### config.mk
export PLATFORM = sky130hd
export DESIGN_NAME = scanline_addr_gen
export DESIGN_NICKNAME = d
export VERILOG_FILES = /design/src/rtl/scanline_pkg.sv /design/src/rtl/sla_regs.sv /design/src/rtl/sla_line_walker.sv /design/src/rtl/scanline_addr_gen.sv
export SDC_FILE = /design/constraint.sdc
export NUM_CORES = 1
export LEC_CHECK = 0
export BUFFER_PORTS_ARGS = -buffer_cell sky130_fd_sc_hd__buf_2
export CORE_MARGIN = 2
export CORE_UTILIZATION = 55
export CTS_BUF_LIST = sky130_fd_sc_hd__clkbuf_16
export DETAILED_ROUTE_END_ITERATION = 8
export PLACE_DENSITY_LB_ADDON = 0.08
export SYNTH_ARGS = -nofsm -noshare
export SYNTH_HDL_FRONTEND = slang
export SYNTH_SLANG_ARGS = --single-unit
### constraint.sdc
create_clock -name clk -period 11.3 [get_ports clk]
set_input_delay 0 -clock clk [delete_from_list [all_inputs] [get_ports clk]]
set_output_delay 0 -clock clk [all_outputs]
set_load 0.02 [all_outputs]
### src/rtl/scanline_pkg.sv
package scanline_pkg;

  typedef enum logic [1:0] {
    SEL_FB_START = 2'd0,
    SEL_CB_START = 2'd1,
    SEL_DELTA    = 2'd2,
    SEL_LENGTH   = 2'd3
  } reg_sel_e;

  localparam int REG_W        = 32;
  localparam int APERTURE_W   = 22;
  localparam int FIELD_W      = 10;
  localparam int HI_FIELD_LSB = 12;
  localparam int GAP_W        = HI_FIELD_LSB - FIELD_W;
  localparam int PIX_W        = 4;

endpackage

### src/rtl/sla_regs.sv
module sla_regs
  import scanline_pkg::*;
#(
  parameter int OFS_W = APERTURE_W
) (
  input  logic               clk,
  input  logic               rst_n,
  input  logic               wr_en,
  input  logic [1:0]         wr_sel,
  input  logic [REG_W-1:0]   wr_data,
  input  logic [1:0]         rd_sel,
  output logic [REG_W-1:0]   rd_data,
  input  logic               frame_start,
  output logic [OFS_W-1:0]   fb_load_ofs,
  output logic [OFS_W-1:0]   cb_load_ofs,
  output logic [OFS_W-1:0]   fb_start_eff,
  output logic [OFS_W-PIX_W-1:0] fb_hi_live,
  output logic [PIX_W-1:0]   fb_pix,
  output logic [FIELD_W-1:0] fb_delta,
  output logic [FIELD_W-1:0] cb_delta,
  output logic [FIELD_W-1:0] fb_len,
  output logic [FIELD_W-1:0] cb_len
);
  localparam int HI_W = OFS_W - PIX_W;

  logic [HI_W-1:0]    fb_hi_pend_q;
  logic [HI_W-1:0]    fb_hi_act_q;
  logic [HI_W-1:0]    cb_hi_q;
  logic [PIX_W-1:0]   fb_pix_q;
  logic [FIELD_W-1:0] fb_delta_q;
  logic [FIELD_W-1:0] cb_delta_q;
  logic [FIELD_W-1:0] fb_len_q;
  logic [FIELD_W-1:0] cb_len_q;
  logic               unused_rsvd;

  assign unused_rsvd = ^wr_data[REG_W-1:OFS_W];

  always_ff @(posedge clk or negedge rst_n) begin
    if (!rst_n) begin
      fb_hi_pend_q <= '0;
      fb_hi_act_q  <= '0;
      cb_hi_q      <= '0;
      fb_pix_q     <= '0;
      fb_delta_q   <= '0;
      cb_delta_q   <= '0;
      fb_len_q     <= '0;
      cb_len_q     <= '0;
    end else begin
      if (wr_en) begin
        case (reg_sel_e'(wr_sel))
          SEL_FB_START: begin
            fb_hi_pend_q <= wr_data[OFS_W-1:PIX_W];
            fb_pix_q     <= wr_data[PIX_W-1:0];
          end
          SEL_CB_START: cb_hi_q <= wr_data[OFS_W-1:PIX_W];
          SEL_DELTA: begin
            fb_delta_q <= wr_data[FIELD_W-1:0];
            cb_delta_q <= wr_data[HI_FIELD_LSB +: FIELD_W];
          end
          default: begin
            fb_len_q <= wr_data[FIELD_W-1:0];
            cb_len_q <= wr_data[HI_FIELD_LSB +: FIELD_W];
          end
        endcase
      end
      // shadowed upper bits come into force only at a frame boundary
      if (frame_start) fb_hi_act_q <= fb_hi_pend_q;
    end
  end

  always_comb begin
    case (reg_sel_e'(rd_sel))
      SEL_FB_START: rd_data = REG_W'({fb_hi_pend_q, fb_pix_q});
      SEL_CB_START: rd_data = REG_W'({cb_hi_q, {PIX_W{1'b0}}});
      SEL_DELTA:    rd_data = REG_W'({cb_delta_q, {GAP_W{1'b0}}, fb_delta_q});
      default:      rd_data = REG_W'({cb_len_q, {GAP_W{1'b0}}, fb_len_q});
    endcase
  end

  assign fb_load_ofs  = {fb_hi_pend_q, {PIX_W{1'b0}}};
  assign cb_load_ofs  = {cb_hi_q, {PIX_W{1'b0}}};
  assign fb_start_eff = {fb_hi_act_q, fb_pix_q};
  assign fb_hi_live   = fb_hi_act_q;
  assign fb_pix       = fb_pix_q;
  assign fb_delta     = fb_delta_q;
  assign cb_delta     = cb_delta_q;
  assign fb_len       = fb_len_q;
  assign cb_len       = cb_len_q;

endmodule

### src/rtl/sla_line_walker.sv
module sla_line_walker #(
  parameter int ADDR_W = 32,
  parameter int OFS_W  = 22,
  parameter int CNT_W  = 10
) (
  input  logic              clk,
  input  logic              rst_n,
  input  logic              frame_start,
  input  logic              line_start,
  input  logic              enable,
  input  logic [OFS_W-1:0]  load_ofs,
  input  logic [CNT_W-1:0]  delta,
  input  logic [CNT_W-1:0]  len,
  input  logic [ADDR_W-1:0] base,
  input  logic              ready,
  output logic              valid,
  output logic [ADDR_W-1:0] addr,
  output logic [OFS_W-1:0]  fetch_ofs,
  output logic              fire
);
  logic [OFS_W-1:0] line_q;
  logic [CNT_W-1:0] cnt_q;
  logic             live_q;

  function automatic logic [OFS_W-1:0] next_line(input logic [OFS_W-1:0] cur,
                                                 input logic [CNT_W-1:0] dwords);
    return cur + OFS_W'({dwords, 2'b00});
  endfunction

  function automatic logic [OFS_W-1:0] dword_ofs(input logic [OFS_W-1:0] line,
                                                 input logic [CNT_W-1:0] cnt);
    return line + OFS_W'({cnt, 2'b00});
  endfunction

  function automatic logic [ADDR_W-1:0] bus_addr(input logic [ADDR_W-1:0] b,
                                                 input logic [OFS_W-1:0] ofs);
    return b + ADDR_W'(ofs);
  endfunction

  always_ff @(posedge clk or negedge rst_n) begin
    if (!rst_n) begin
      line_q <= '0;
      cnt_q  <= '0;
      live_q <= 1'b0;
    end else if (frame_start) begin
      line_q <= load_ofs;
      cnt_q  <= '0;
      live_q <= 1'b1;
    end else if (line_start) begin
      line_q <= next_line(line_q, delta);
      cnt_q  <= '0;
    end else if (fire) begin
      cnt_q <= cnt_q + CNT_W'(1);
    end
  end

  assign valid     = live_q && enable && (cnt_q < len);
  assign fire      = valid && ready;
  assign fetch_ofs = dword_ofs(line_q, cnt_q);
  assign addr      = bus_addr(base, fetch_ofs);

endmodule

### src/rtl/scanline_addr_gen.sv
module scanline_addr_gen
  import scanline_pkg::*;
#(
  parameter int ADDR_W = 32,
  parameter int OFS_W  = APERTURE_W
) (
  input  logic              clk,
  input  logic              rst_n,
  input  logic              cfg_wr_en,
  input  logic [1:0]        cfg_wr_sel,
  input  logic [REG_W-1:0]  cfg_wr_data,
  input  logic [1:0]        cfg_rd_sel,
  output logic [REG_W-1:0]  cfg_rd_data,
  input  logic [ADDR_W-1:0] gfx_base,
  input  logic              frame_start,
  input  logic              line_start,
  output logic              fb_req_valid,
  input  logic              fb_req_ready,
  output logic [ADDR_W-1:0] fb_req_addr,
  output logic [PIX_W-1:0]  fb_pix_ofs,
  output logic              cb_req_valid,
  input  logic              cb_req_ready,
  output logic [ADDR_W-1:0] cb_req_addr
);
  logic [OFS_W-1:0]       fb_load_ofs;
  logic [OFS_W-1:0]       cb_load_ofs;
  logic [OFS_W-1:0]       fb_start_eff;
  logic [OFS_W-PIX_W-1:0] fb_hi_live;
  logic [FIELD_W-1:0]     fb_delta;
  logic [FIELD_W-1:0]     cb_delta;
  logic [FIELD_W-1:0]     fb_len;
  logic [FIELD_W-1:0]     cb_len;
  logic                   cb_allowed;
  logic [OFS_W-1:0]       fb_fetch_ofs;
  logic [OFS_W-1:0]       cb_fetch_ofs;
  logic                   fb_fire;
  logic                   cb_fire;

  sla_regs #(.OFS_W(OFS_W)) regs_i (
    .clk          (clk),
    .rst_n        (rst_n),
    .wr_en        (cfg_wr_en),
    .wr_sel       (cfg_wr_sel),
    .wr_data      (cfg_wr_data),
    .rd_sel       (cfg_rd_sel),
    .rd_data      (cfg_rd_data),
    .frame_start  (frame_start),
    .fb_load_ofs  (fb_load_ofs),
    .cb_load_ofs  (cb_load_ofs),
    .fb_start_eff (fb_start_eff),
    .fb_hi_live   (fb_hi_live),
    .fb_pix       (fb_pix_ofs),
    .fb_delta     (fb_delta),
    .cb_delta     (cb_delta),
    .fb_len       (fb_len),
    .cb_len       (cb_len)
  );

  // compressed fetch is only legal while the frame buffer starts at offset 0
  assign cb_allowed = (fb_start_eff == '0);

  sla_line_walker #(.ADDR_W(ADDR_W), .OFS_W(OFS_W), .CNT_W(FIELD_W)) fb_walk_i (
    .clk         (clk),
    .rst_n       (rst_n),
    .frame_start (frame_start),
    .line_start  (line_start),
    .enable      (1'b1),
    .load_ofs    (fb_load_ofs),
    .delta       (fb_delta),
    .len         (fb_len),
    .base        (gfx_base),
    .ready       (fb_req_ready),
    .valid       (fb_req_valid),
    .addr        (fb_req_addr),
    .fetch_ofs   (fb_fetch_ofs),
    .fire        (fb_fire)
  );

  sla_line_walker #(.ADDR_W(ADDR_W), .OFS_W(OFS_W), .CNT_W(FIELD_W)) cb_walk_i (
    .clk         (clk),
    .rst_n       (rst_n),
    .frame_start (frame_start),
    .line_start  (line_start),
    .enable      (cb_allowed),
    .load_ofs    (cb_load_ofs),
    .delta       (cb_delta),
    .len         (cb_len),
    .base        (gfx_base),
    .ready       (cb_req_ready),
    .valid       (cb_req_valid),
    .addr        (cb_req_addr),
    .fetch_ofs   (cb_fetch_ofs),
    .fire        (cb_fire)
  );

endmodule

==> results of run 1 <==
## cell usage in the layout (no fill, tap or decap), types with 23 or more instances in the layout
cell           instances
xnor2_1               90
xor2_1                45
inv_1                 51
a21oi_1               52
o21ai_1               35
dfrtp_1              159
ha_1                 105
a21o_1                32
mux2_2                84
buf_2                149
o21ai_0               53
nand2_1               94
nor2_1                81
dlygate4sd3_1         23
nand3_1               32
## metal layers
metal | vias up | global-route usage | part of all wire
met5 | - | 0 | 0
met4 | 0 | 0.0695 | 0.018
met3 | 35 | 0.0471 | 0.052
met2 | 255 | 0.399 | 0.44
met1 | 4499 | 0.404 | 0.49
li1 | 4554 | - | -
## layout make-up
| cell class | count | area, sq um |
|---|---|---|
| Clock buffer | 17 | 425 |
| Multi-Input combinational cell | 935 | 7190 |
| Clock inverter | 15 | 108 |
| Inverter | 48 | 180 |
| Timing Repair Buffer | 179 | 1030 |
| Fill cell | 1831 | 7560 |
| Sequential cell | 159 | 3980 |
| Tap cell | 275 | 344 |
## state kept, by name (all words and copies together) (netlist names)
| signal | count |
|---|---|
| regs_i.cb_len | 10 |
| fb_walk_i.line_q | 20 |
| regs_i.cb_hi_q | 18 |
| regs_i.fb_hi_pend_q | 18 |
| regs_i.fb_len | 10 |
| regs_i.fb_delta | 10 |
| regs_i.cb_delta | 10 |
| regs_i.fb_pix | 4 |
| cb_walk_i.line_q | 20 |
| cb_walk_i.cnt_q | 10 |
| regs_i.fb_hi_live | 18 |
| fb_walk_i.live_q | 1 |
| fb_walk_i.cnt_q | 10 |
## metrics by stage
step	cell area, sq um	util	hold slack [ns]
final	13300	0.637	0.000173
after floorplan	11600	-	-0.296
after detailed placement	12500	0.600	0.000235
after global routing	13300	0.637	0.0000734
after CTS	13300	0.637	0.000235
after global placement	12500	0.600	0.000235
## power groups by stage
stage / combinational [W] / sequential, W / clock (W)
floorplan: 0.000932 / 0.000750 / 0
global placement: 0.00119 / 0.000807 / 0
detailed placement: 0.00121 / 0.000812 / 0
CTS: 0.00122 / 0.000802 / 0.000535
global route: 0.00135 / 0.000819 / 0.000559
finish: 0.00122 / 0.000807 / 0.000526
## logic make-up (layout without fill, tap and decap cells)
| kind of cell | Yosys count | after routing | share of synthesized area |
|---|---|---|---|
| simple gates | 302 | 302 | 0.123 |
| compound gates | 260 | 260 | 0.143 |
| flops | 159 | 159 | 0.344 |
| xor+xnor | 135 | 135 | 0.102 |
| mux | 119 | 119 | 0.129 |
| fa+ha+maj | 109 | 109 | 0.120 |
| buf+inv | 105 | 259 | 0.0386 |
| other cells | 1 | 10 | 0.000324 |
## final timing paths
check / startpoint / end / cells past startpoint
min in group asynchronous: rst_n / regs_i.cb_hi_q[1]$_DFFE_PN0P_ / 2
worst min register to register: regs_i.fb_hi_live[4]$_DFFE_PN0P_ / regs_i.fb_hi_live[4]$_DFFE_PN0P_ / 1
worst max-delay path: fb_walk_i.cnt_q[0]$_DFFE_PN0P_ / fb_req_addr[31] / 19
max in group asynchronous: rst_n / regs_i.cb_hi_q[14]$_DFFE_PN0P_ / 3
worst max register to register: cb_walk_i.line_q[3]$_DFFE_PN0N_ / cb_walk_i.line_q[15]$_DFFE_PN0N_ / 9
worst min-delay path: gfx_base[0] / fb_req_addr[0] / 0
==> flow_metrics.py, run 1 <==
metrics = {
    "cells_and_area": {
        "nNetsFinal": 1524,
        "final_layout_size_suffix_gt1_frac": 0.217,
        "diodes": 0,
        "fin_cells": 1628,
        "area_delta_synth_final_pct": 14.5,
    },
    "clock_network": {
        "cts_resized": 0,
        "cts_hold_buf": 23,
        "clockBufferDepth": 2,
        "cts_tree": "done",
        "post_cts_buffers": 0,
        "clkTransAtPathRegs_ns": 0.06,
        "clock-root-buffer": "clkbuf_16",
        "h-tree-depth": 4,
        "cts.sinks": 159,
        "cts_buffers": 17,
        "insertion_delay_ns": 0.43,
    },
    "global_routing": {
        "antenna_found_initial": 1,
        "grt_usage": 0.268,
        "grt_pass1_wl_um": 46100,
        "grt_pass1_vias": 8701,
        "grt_overflow_total": 0,
        "grt_max_degree": 99,
    },
    "detailed_routing": {
        "ant_nets": 0,
        "vias": 9343,
        "routed_wl_um": 29100,
        "drtIter0Drc": 659,
        "post-route-drc-count": 0,
        "wl_per_cell_um": 17.9,
        "via_per_inst": 5.74,
        "first_pass_iters": 5,
    },
    "setup_path": {
        "end_kind": "primary output",
        "path_cells": "ha_1, fa_1, a21o_1, a21oi_1, nor2b_1, o21ai_1, a211o_1, o21ai_1, xor2_1, ha_1, nand4_1, o211ai_1, a211oi_2, o21ai_1, a2111o_1, a311o_1, nand4_1, xnor2_1, buf_2",
        "cpMostUsedCell": "o21ai_1",
        "slowest_delay_ns": 0.46,
        "path_buf_inv": 1,
        "critical-path-top-delay-family": "compound AO/OA/AOI/OAI gates",
        "slowest_stage": "dfrtp_1",
        "crit_fanout": 6,
        "crit_path_start_kind": "flip-flop",
        "arrival_ns": 5.25,
        "critPathKind": "flip-flop to primary output",
        "crit_required_ns": 11.30,
        "r2r_slack_ns": 8.13,
    },
    "yosys": {
        "syn_area_per_cell_sq_um": 9.73,
        "yosysMostFrequentCell": "dfrtp_1",
        "synth.distinct_cells": 65,
        "ys_seq_elements": 159,
        "synthFlopType": "dfrtp_1",
        "async_reset_ff_frac": 1.00,
        "synth.top_cell.area_share": 0.344,
        "synth-edff-count": 0,
        "synth_commonest_cells": "dfrtp_1, ha_1, nand2_1",
        "ys_top_cells_by_area": "dfrtp_1, ha_1, mux2_2",
        "synth_cells": 1190,
        "yosysWarnings": 0,
        "ys_seq_area_frac": 0.344,
        "synth.cell_area_sq_mm": 0.0116,
        "yosys.area.top_type": "dfrtp_1",
    },
    "timing": {
        "maxSlewViolCount": 0,
        "worst_slew_pin_slew_ns": 1.14,
        "rsz0062_at_grt": "no",
        "setup_viol": 0,
        "hold_violations": 0,
        "post-route-min-period_ns": 5.25,
        "min_period_over_period": 0.465,
        "tns_ns": 0,
        "fmax_mhz": 190,
        "fin_worst_skew_ns": 0.00885,
        "fin_ws_ns": 6.05,
        "relSlewSlack": 0.236,
    },
    "placement": {
        "pre_cts_ws_ns": 6.49,
        "dp.cells": 1573,
        "gp_congestion": 0.884,
        "portBuffers": 150,
        "hpwl_um": 21800,
    },
    "power_and_ir_drop": {
        "p_switching_w": 0.00106,
        "seqPwrFrac": 0.316,
        "power.share.clock": 0.206,
        "p_leak_nw": 6.20,
        "p_total_w": 0.00255,
        "p_comb_frac": 0.478,
        "max-vdd-ir-drop_mv": 0.108,
        "power.internal_w": 0.00149,
        "sw_frac_of_total": 0.415,
        "power_density_mw_per_mm2": 193,
    },
    "floorplan": {
        "die_h_um": 149,
        "die_w_um": 149,
        "ios": 177,
        "core_area_sq_mm": 0.0208,
        "initial_core_util": 0.556,
        "row_count": 53,
        "die_area_sq_mm": 0.0222,
    },
    "flow_run": {
        "cap_violations": 0,
    },
    "worst_hold_path": {
        "hold_path.class": "primary input to primary output",
    },
    "run_status": {
        "status": "completed",
    },
}
No activity file was read; power rests on OpenSTA's default activity.
==> inputs of run 2 (changes only) <==
==> constraint.sdc (replaced) <==
create_clock -name clk -period 5.2 [get_ports clk]
set_input_delay 0 -clock clk [delete_from_list [all_inputs] [get_ports clk]]
set_output_delay 0 -clock clk [all_outputs]
set_load 0.02 [all_outputs]
==> run 2 against run 1 <==
  * Cell count is 0.18% higher
  * Sequential power is 120% higher
  * First-iteration DRC count is 14% lower
  * Critical path type unchanged
  * Largest power group unchanged
==> flow_metrics.py, run 2 (same netlist as run 1, synthesis figures left out) <==
metrics = {
    "power_and_ir_drop": {
        "p_total_w": 0.00571,
        "power.internal_w": 0.00340,
        "p_switching_w": 0.00231,
        "power_density_mw_per_mm2": 427,
        "seqPwrFrac": 0.308,
        "power.share.clock": 0.225,
        "p_comb_frac": 0.467,
        "max-vdd-ir-drop_mv": 0.317,
        "sw_frac_of_total": 0.404,
        "p_leak_nw": 6.26,
    },
    "cells_and_area": {
        "fin_cells": 1631,
        "nNetsFinal": 1527,
        "reg.largest.list": "cb_walk_i.line_q: 20 flops, fb_walk_i.line_q: 20 flops",
        "final_layout_size_suffix_gt1_frac": 0.226,
        "diodes": 0,
        "area_delta_synth_final_pct": 15.7,
        "final_common_cell": "dfrtp_1",
        "final_cell_mix": "dfrtp_1, buf_2, ha_1, nand2_1, xnor2_1",
    },
    "global_routing": {
        "grt_pass1_vias": 8837,
        "grt_max_degree": 99,
        "grt_usage": 0.272,
        "grt_overflow_total": 0,
        "antenna_found_initial": 0,
        "grt_pass1_wl_um": 47000,
    },
    "placement": {
        "gp_congestion": 0.877,
        "portBuffers": 150,
        "dp.cells": 1574,
        "hpwl_um": 22100,
    },
    "worst_hold_path": {
        "hold_path.class": "primary input to primary output",
    },
    "setup_path": {
        "slowest_delay_ns": 0.46,
        "slowest_stage": "a311o_2",
        "path_cells": "ha_1, fa_2, a21o_1, a21oi_2, nor2b_1, o21ai_2, a211o_1, o21ai_4, xor2_1, ha_1, nand4_1, o211ai_1, a211oi_2, o21ai_2, a2111o_1, a311o_2, nand2_1, xnor2_1, buf_2",
        "crit_path_start_kind": "flip-flop",
        "crit_required_ns": 5.20,
        "critPathKind": "flip-flop to primary output",
        "end_kind": "primary output",
        "arrival_ns": 4.89,
        "crit_fanout": 6,
    },
    "timing": {
        "fmax_mhz": 205,
        "maxSlewViolCount": 0,
        "rsz0062_at_grt": "no",
        "relSlewSlack": 0.208,
        "holdWs_ns": 0.000173,
        "setup_viol": 0,
        "worst_slew_pin_slew_ns": 1.18,
        "tns_ns": 0,
        "post-route-min-period_ns": 4.89,
        "fin_worst_skew_ns": 0.00948,
        "hold_violations": 0,
        "min_period_over_period": 0.940,
    },
    "detailed_routing": {
        "routed_wl_um": 29300,
        "ant_nets": 0,
        "drtIter0Drc": 570,
        "via_per_inst": 5.75,
        "first_pass_iters": 5,
        "wl_per_cell_um": 17.9,
        "post-route-drc-count": 0,
        "vias": 9374,
    },
    "flow_run": {
        "cap_violations": 0,
    },
    "clock_network": {
        "clockBufferDepth": 2,
        "h-tree-depth": 4,
        "cts_buffers": 17,
        "clock-root-buffer": "clkbuf_16",
        "cts.sinks": 159,
        "clkTransAtPathRegs_ns": 0.06,
        "insertion_delay_ns": 0.43,
        "cts_tree": "done",
    },
    "floorplan": {
        "initial_core_util": 0.556,
        "ios": 177,
        "die_w_um": 149,
        "die_area_sq_mm": 0.0222,
        "row_count": 53,
        "core_area_sq_mm": 0.0208,
        "die_h_um": 149,
    },
    "run_status": {
        "status": "completed",
    },
}
-- run 2: cell count changes in the layout (fill, tap and decap cells not counted), sizes merged --
cell and delta:
buf +3, bufinv +3, clkinvlp -2, inv -1
-- run 2: routing by layer --
layer / up-vias / part of all wire / track usage
li1: 4572 / - / -
met1: 4510 / 0.48 / 0.402
met2: 259 / 0.45 / 0.419
met3: 33 / 0.056 / 0.0422
met4: 0 / 0.019 / 0.0719
met5: - / 0 / 0
-- run 2: final cells by class --
class,count,area (sq um)
clock buffer,17,425
clock inverter,15,178
fill,1759,7430
inverter,48,180
multi-input combinational,935,7230
sequential,159,3980
tap,275,344
timing repair buffer,182,1060
-- run 2: final timing paths --
path                                                   from                                  to  slack [ns]  cells past startpoint
min                                             gfx_base[0]                      fb_req_addr[0]      0.0002                      0
max in group asynchronous                             rst_n   regs_i.fb_hi_live[11]$_DFFE_PN0P_        3.57                      3
max reg2reg                 cb_walk_i.line_q[3]$_DFFE_PN0N_    cb_walk_i.line_q[21]$_DFFE_PN0N_        2.26                      9
min reg2reg                regs_i.fb_hi_live[4]$_DFFE_PN0P_    regs_i.fb_hi_live[4]$_DFFE_PN0P_        0.51                      1
min in group asynchronous                             rst_n  regs_i.fb_hi_pend_q[1]$_DFFE_PN0P_        0.21                      2
max                          fb_walk_i.cnt_q[0]$_DFFE_PN0P_                     fb_req_addr[29]        0.31                     19
-- run 2: through the flow --
step	area, sq um	utilization	setup WS (ns)
floorplan	11600	-	1.03
global placement	12500	0.601	0.516
detailed placement	12500	0.601	0.465
CTS	13300	0.641	0.00139
global route	13400	0.643	0.0168
finish	13400	0.643	0.313
-- run 2: timing repair --
| item | 4_1_cts | 5_1_grt |
|---|---|---|
| endpoints found under the setup margin | 0 | 15 |
| setup buffers | 0 | 2 |
| resized for setup | 0 | 12 |
| hold endpoints to repair | 167 | 0 |
| hold buffers | 23 | 0 |
-- run 2: power by group through the flow --
stage	logic, W	clock network [W]	registers, W
3_5_place_dp	0.00263	0	0.00177
2_1_floorplan	0.00202	0	0.00163
4_1_cts	0.00266	0.00130	0.00175
5_1_grt	0.00296	0.00135	0.00179
6_report	0.00267	0.00128	0.00176
3_3_place_gp	0.00260	0	0.00176
-- run 2: worst max-delay path: cells and delay by family, from the launching register on --
kind	cells	cell delay, ns
AOI/OAI and AO/OA	10	2.25
adders and majority gates	3	0.98
DFF	1	0.44
xor gates and xnor gates	2	0.30
and+or+nand+nor	3	0.29
buffers and inverters	1	0.18
==> inputs of run 3 (changes only) <==
--- a/config.mk
+++ b/config.mk
@@ -7,10 +7,11 @@
 export LEC_CHECK = 0
 export BUFFER_PORTS_ARGS = -buffer_cell sky130_fd_sc_hd__buf_2
 export CORE_MARGIN = 2
-export CORE_UTILIZATION = 55
+export CORE_UTILIZATION = 53
 export CTS_BUF_LIST = sky130_fd_sc_hd__clkbuf_16
 export DETAILED_ROUTE_END_ITERATION = 8
 export PLACE_DENSITY_LB_ADDON = 0.08
+export RECOVER_POWER = 100
 export SYNTH_ARGS = -nofsm -noshare
 export SYNTH_HDL_FRONTEND = slang
 export SYNTH_SLANG_ARGS = --single-unit
==> constraint.sdc (replaced) <==
create_clock -name clk -period 4.4 [get_ports clk]
set_input_delay 0 -clock clk [delete_from_list [all_inputs] [get_ports clk]]
set_output_delay 0 -clock clk [all_outputs]
set_load 0.02 [all_outputs]
==> run 3 against run 2 <==
  * Setup slack worse by 0.36 ns
  * Critical endpoint is now fb_req_addr[23]
  * First-iteration DRC count fell by 7.4%
  * Worst hold slack barely moved
  * The run now ends with capacitance limit, slew limit, setup timing left
  * Combinational power rose by 28%
  * Wire length increased by 4.3%
  * Cell area is 5.4% higher
  * Via count is 3.0% higher
  * Register-to-register slack worse by 1.0 ns
  * Clock-buffer cell count unchanged
  * Sequential power is 18% higher
  * Die area grew 3.7%
  * Sequential share of layout area is 1.5 points lower
==> flow_metrics.py, run 3 (same netlist as run 1, synthesis figures left out) <==
metrics = {
    "timing": {
        "setup_viol": 6,
        "min_period_over_period": 1.01,
        "rsz0062_at_grt": "yes",
        "maxSlewViolCount": 193,
        "fin_ws_ns": -0.0493,
        "fmax_mhz": 225,
        "fin_worst_skew_ns": 0.0132,
        "hold_violations": 0,
        "post-route-min-period_ns": 4.45,
        "worst_slew_pin_slew_ns": 2.75,
        "relSlewSlack": -0.831,
    },
    "detailed_routing": {
        "routed_wl_um": 30500,
        "wl_per_cell_um": 18.1,
        "via_per_inst": 5.71,
        "drtIter0Drc": 528,
        "vias": 9657,
        "first_pass_iters": 5,
        "post-route-drc-count": 0,
        "ant_nets": 0,
    },
    "setup_path": {
        "critPathKind": "flip-flop to primary output",
        "crit_path_start_kind": "flip-flop",
        "critPathLaunch": "fb_walk_i.line_q[2]$_DFFE_PN0N_",
        "timing.rr.start": "cb_walk_i.line_q[3]$_DFFE_PN0N_",
        "end_kind": "primary output",
        "arrival_ns": 4.45,
        "crit_required_ns": 4.40,
        "crit_fanout": 5,
    },
    "clock_network": {
        "cts_tree": "done",
        "cts_buffers": 17,
        "clock-root-buffer": "clkbuf_16",
        "cts.sinks": 159,
        "clkTransAtPathRegs_ns": 0.06,
        "h-tree-depth": 4,
        "clockBufferDepth": 2,
        "insertion_delay_ns": 0.43,
    },
    "placement": {
        "portBuffers": 150,
        "gp_congestion": 0.926,
        "hpwl_um": 22900,
        "placed_cell_area_sq_mm": 0.0127,
    },
    "run_status": {
        "violations": "capacitance limit, slew limit, setup timing",
        "status": "finished, violations left",
    },
    "global_routing": {
        "grt_overflow_total": 0,
        "grt_usage": 0.265,
        "grt_pass1_vias": 9463,
        "antenna_found_initial": 0,
        "grt_max_degree": 80,
        "grt_pass1_wl_um": 49400,
    },
    "floorplan": {
        "die_h_um": 152,
        "row_count": 54,
        "core_area_sq_mm": 0.0216,
        "initial_core_util": 0.536,
        "die_area_sq_mm": 0.0230,
        "die_w_um": 152,
        "ios": 177,
    },
    "cells_and_area": {
        "final_cell_mix": "dfrtp_1, ha_1, nand2_1, mux2_2, xnor2_1",
        "reg.largest.list": "cb_walk_i.line_q: 20 flops, fb_walk_i.line_q: 20 flops",
        "area_delta_synth_final_pct": 22.0,
        "final_layout_size_suffix_gt1_frac": 0.259,
        "final_common_cell": "dfrtp_1",
        "diodes": 0,
        "fin_area_sq_mm": 0.0141,
        "nNetsFinal": 1583,
    },
    "power_and_ir_drop": {
        "p_total_w": 0.00691,
        "p_leak_nw": 6.47,
        "power_density_mw_per_mm2": 489,
        "max-vdd-ir-drop_mv": 0.266,
    },
    "worst_hold_path": {
        "hold_path.class": "primary input to primary output",
        "hp-start": "gfx_base[1]",
    },
    "flow_run": {
        "cap_violations": 3,
    },
}
-- run 3: where the power goes --
group	internal [W]	leakage, nW	switching [W]
clock	0.000819	0.266	0.000592
sequential	0.00174	1.94	0.000342
combinational	0.00150	4.25	0.00192
total	0.00405	6.47	0.00286
-- run 3: final timing paths --
check / endpoint / slack, ns / cells after the start
worst max-delay path: fb_req_addr[23] / -0.05 / 20
max in group asynchronous: regs_i.cb_len[6]$_DFFE_PN0P_ / 0.99 / 3
worst max register to register: cb_walk_i.line_q[21]$_DFFE_PN0N_ / 1.24 / 10
worst min register to register: cb_walk_i.line_q[18]$_DFFE_PN0N_ / 0.51 / 2
worst min-delay path: cb_req_addr[1] / 0.00001 / 0
min in group asynchronous: regs_i.fb_len[5]$_DFFE_PN0P_ / 0.67 / 2
-- run 3: final cells by class --
| type | instances | area [sq um] |
|---|---|---|
| flip-flops and latches | 159 | 3980 |
| fillers | 1838 | 7500 |
| well taps | 280 | 350 |
| inverters | 48 | 180 |
| multi-input cells | 935 | 7600 |
| clock buffers | 17 | 425 |
| clock inverters | 14 | 129 |
| repair buffers | 238 | 1460 |
-- run 3: worst max-delay path: stages (launching register included) --
cell and delay (ns):
dfrtp_1 0.38, ha_2 0.20, fa_2 0.35, a21o_1 0.17, a21oi_2 0.16, buf_4 0.12
buf_4 0.09, buf_4 0.09, buf_4 0.09, buf_4 0.11, xnor2_2 0.06, ha_1 0.34
o211ai_1 0.17, nor2_1 0.08, a211oi_2 0.26, o21ai_2 0.13, a2111o_1 0.40, a311o_1 0.38
nand2_1 0.15, xnor2_2 0.11, buf_4 0.15
-- run 3: what timing repair did --
item                                    in CTS  in global routing
buffers inserted                            19                 17
gates cloned                                 0                  0
hold buffers                                23                  0
gates resized for setup                     42                 64
pin swaps                                   33                 42
hold endpoints to repair                   157                  0
endpoints found under the setup margin      26                 28
-- run 3: stage by stage --
| stage | setup WS [ns] | hold slack (ns) | std cells | utilization | TNS [ns] |
|---|---|---|---|---|---|
| after floorplan | 0.233 | -0.296 | 1199 | - | 0 |
| after global placement | 0.103 | 0.000235 | 1602 | 0.587 | 0 |
| after detailed placement | -0.0189 | 0.000235 | 1602 | 0.587 | -0.0215 |
| after CTS | -0.191 | 0.000235 | 1674 | 0.637 | -1.03 |
| after global routing | -0.286 | 0.0000391 | 1691 | 0.653 | -4.54 |
| final | -0.0493 | 0.0000113 | 1691 | 0.653 | -0.165 |
-- run 3: per-layer routing --
layer	vias to the layer above	track usage	part of all wire
met5	-	0	0
met4	0	0.0552	0.011
met3	23	0.0428	0.047
met2	241	0.424	0.46
met1	4715	0.385	0.48
li1	4678	-	-
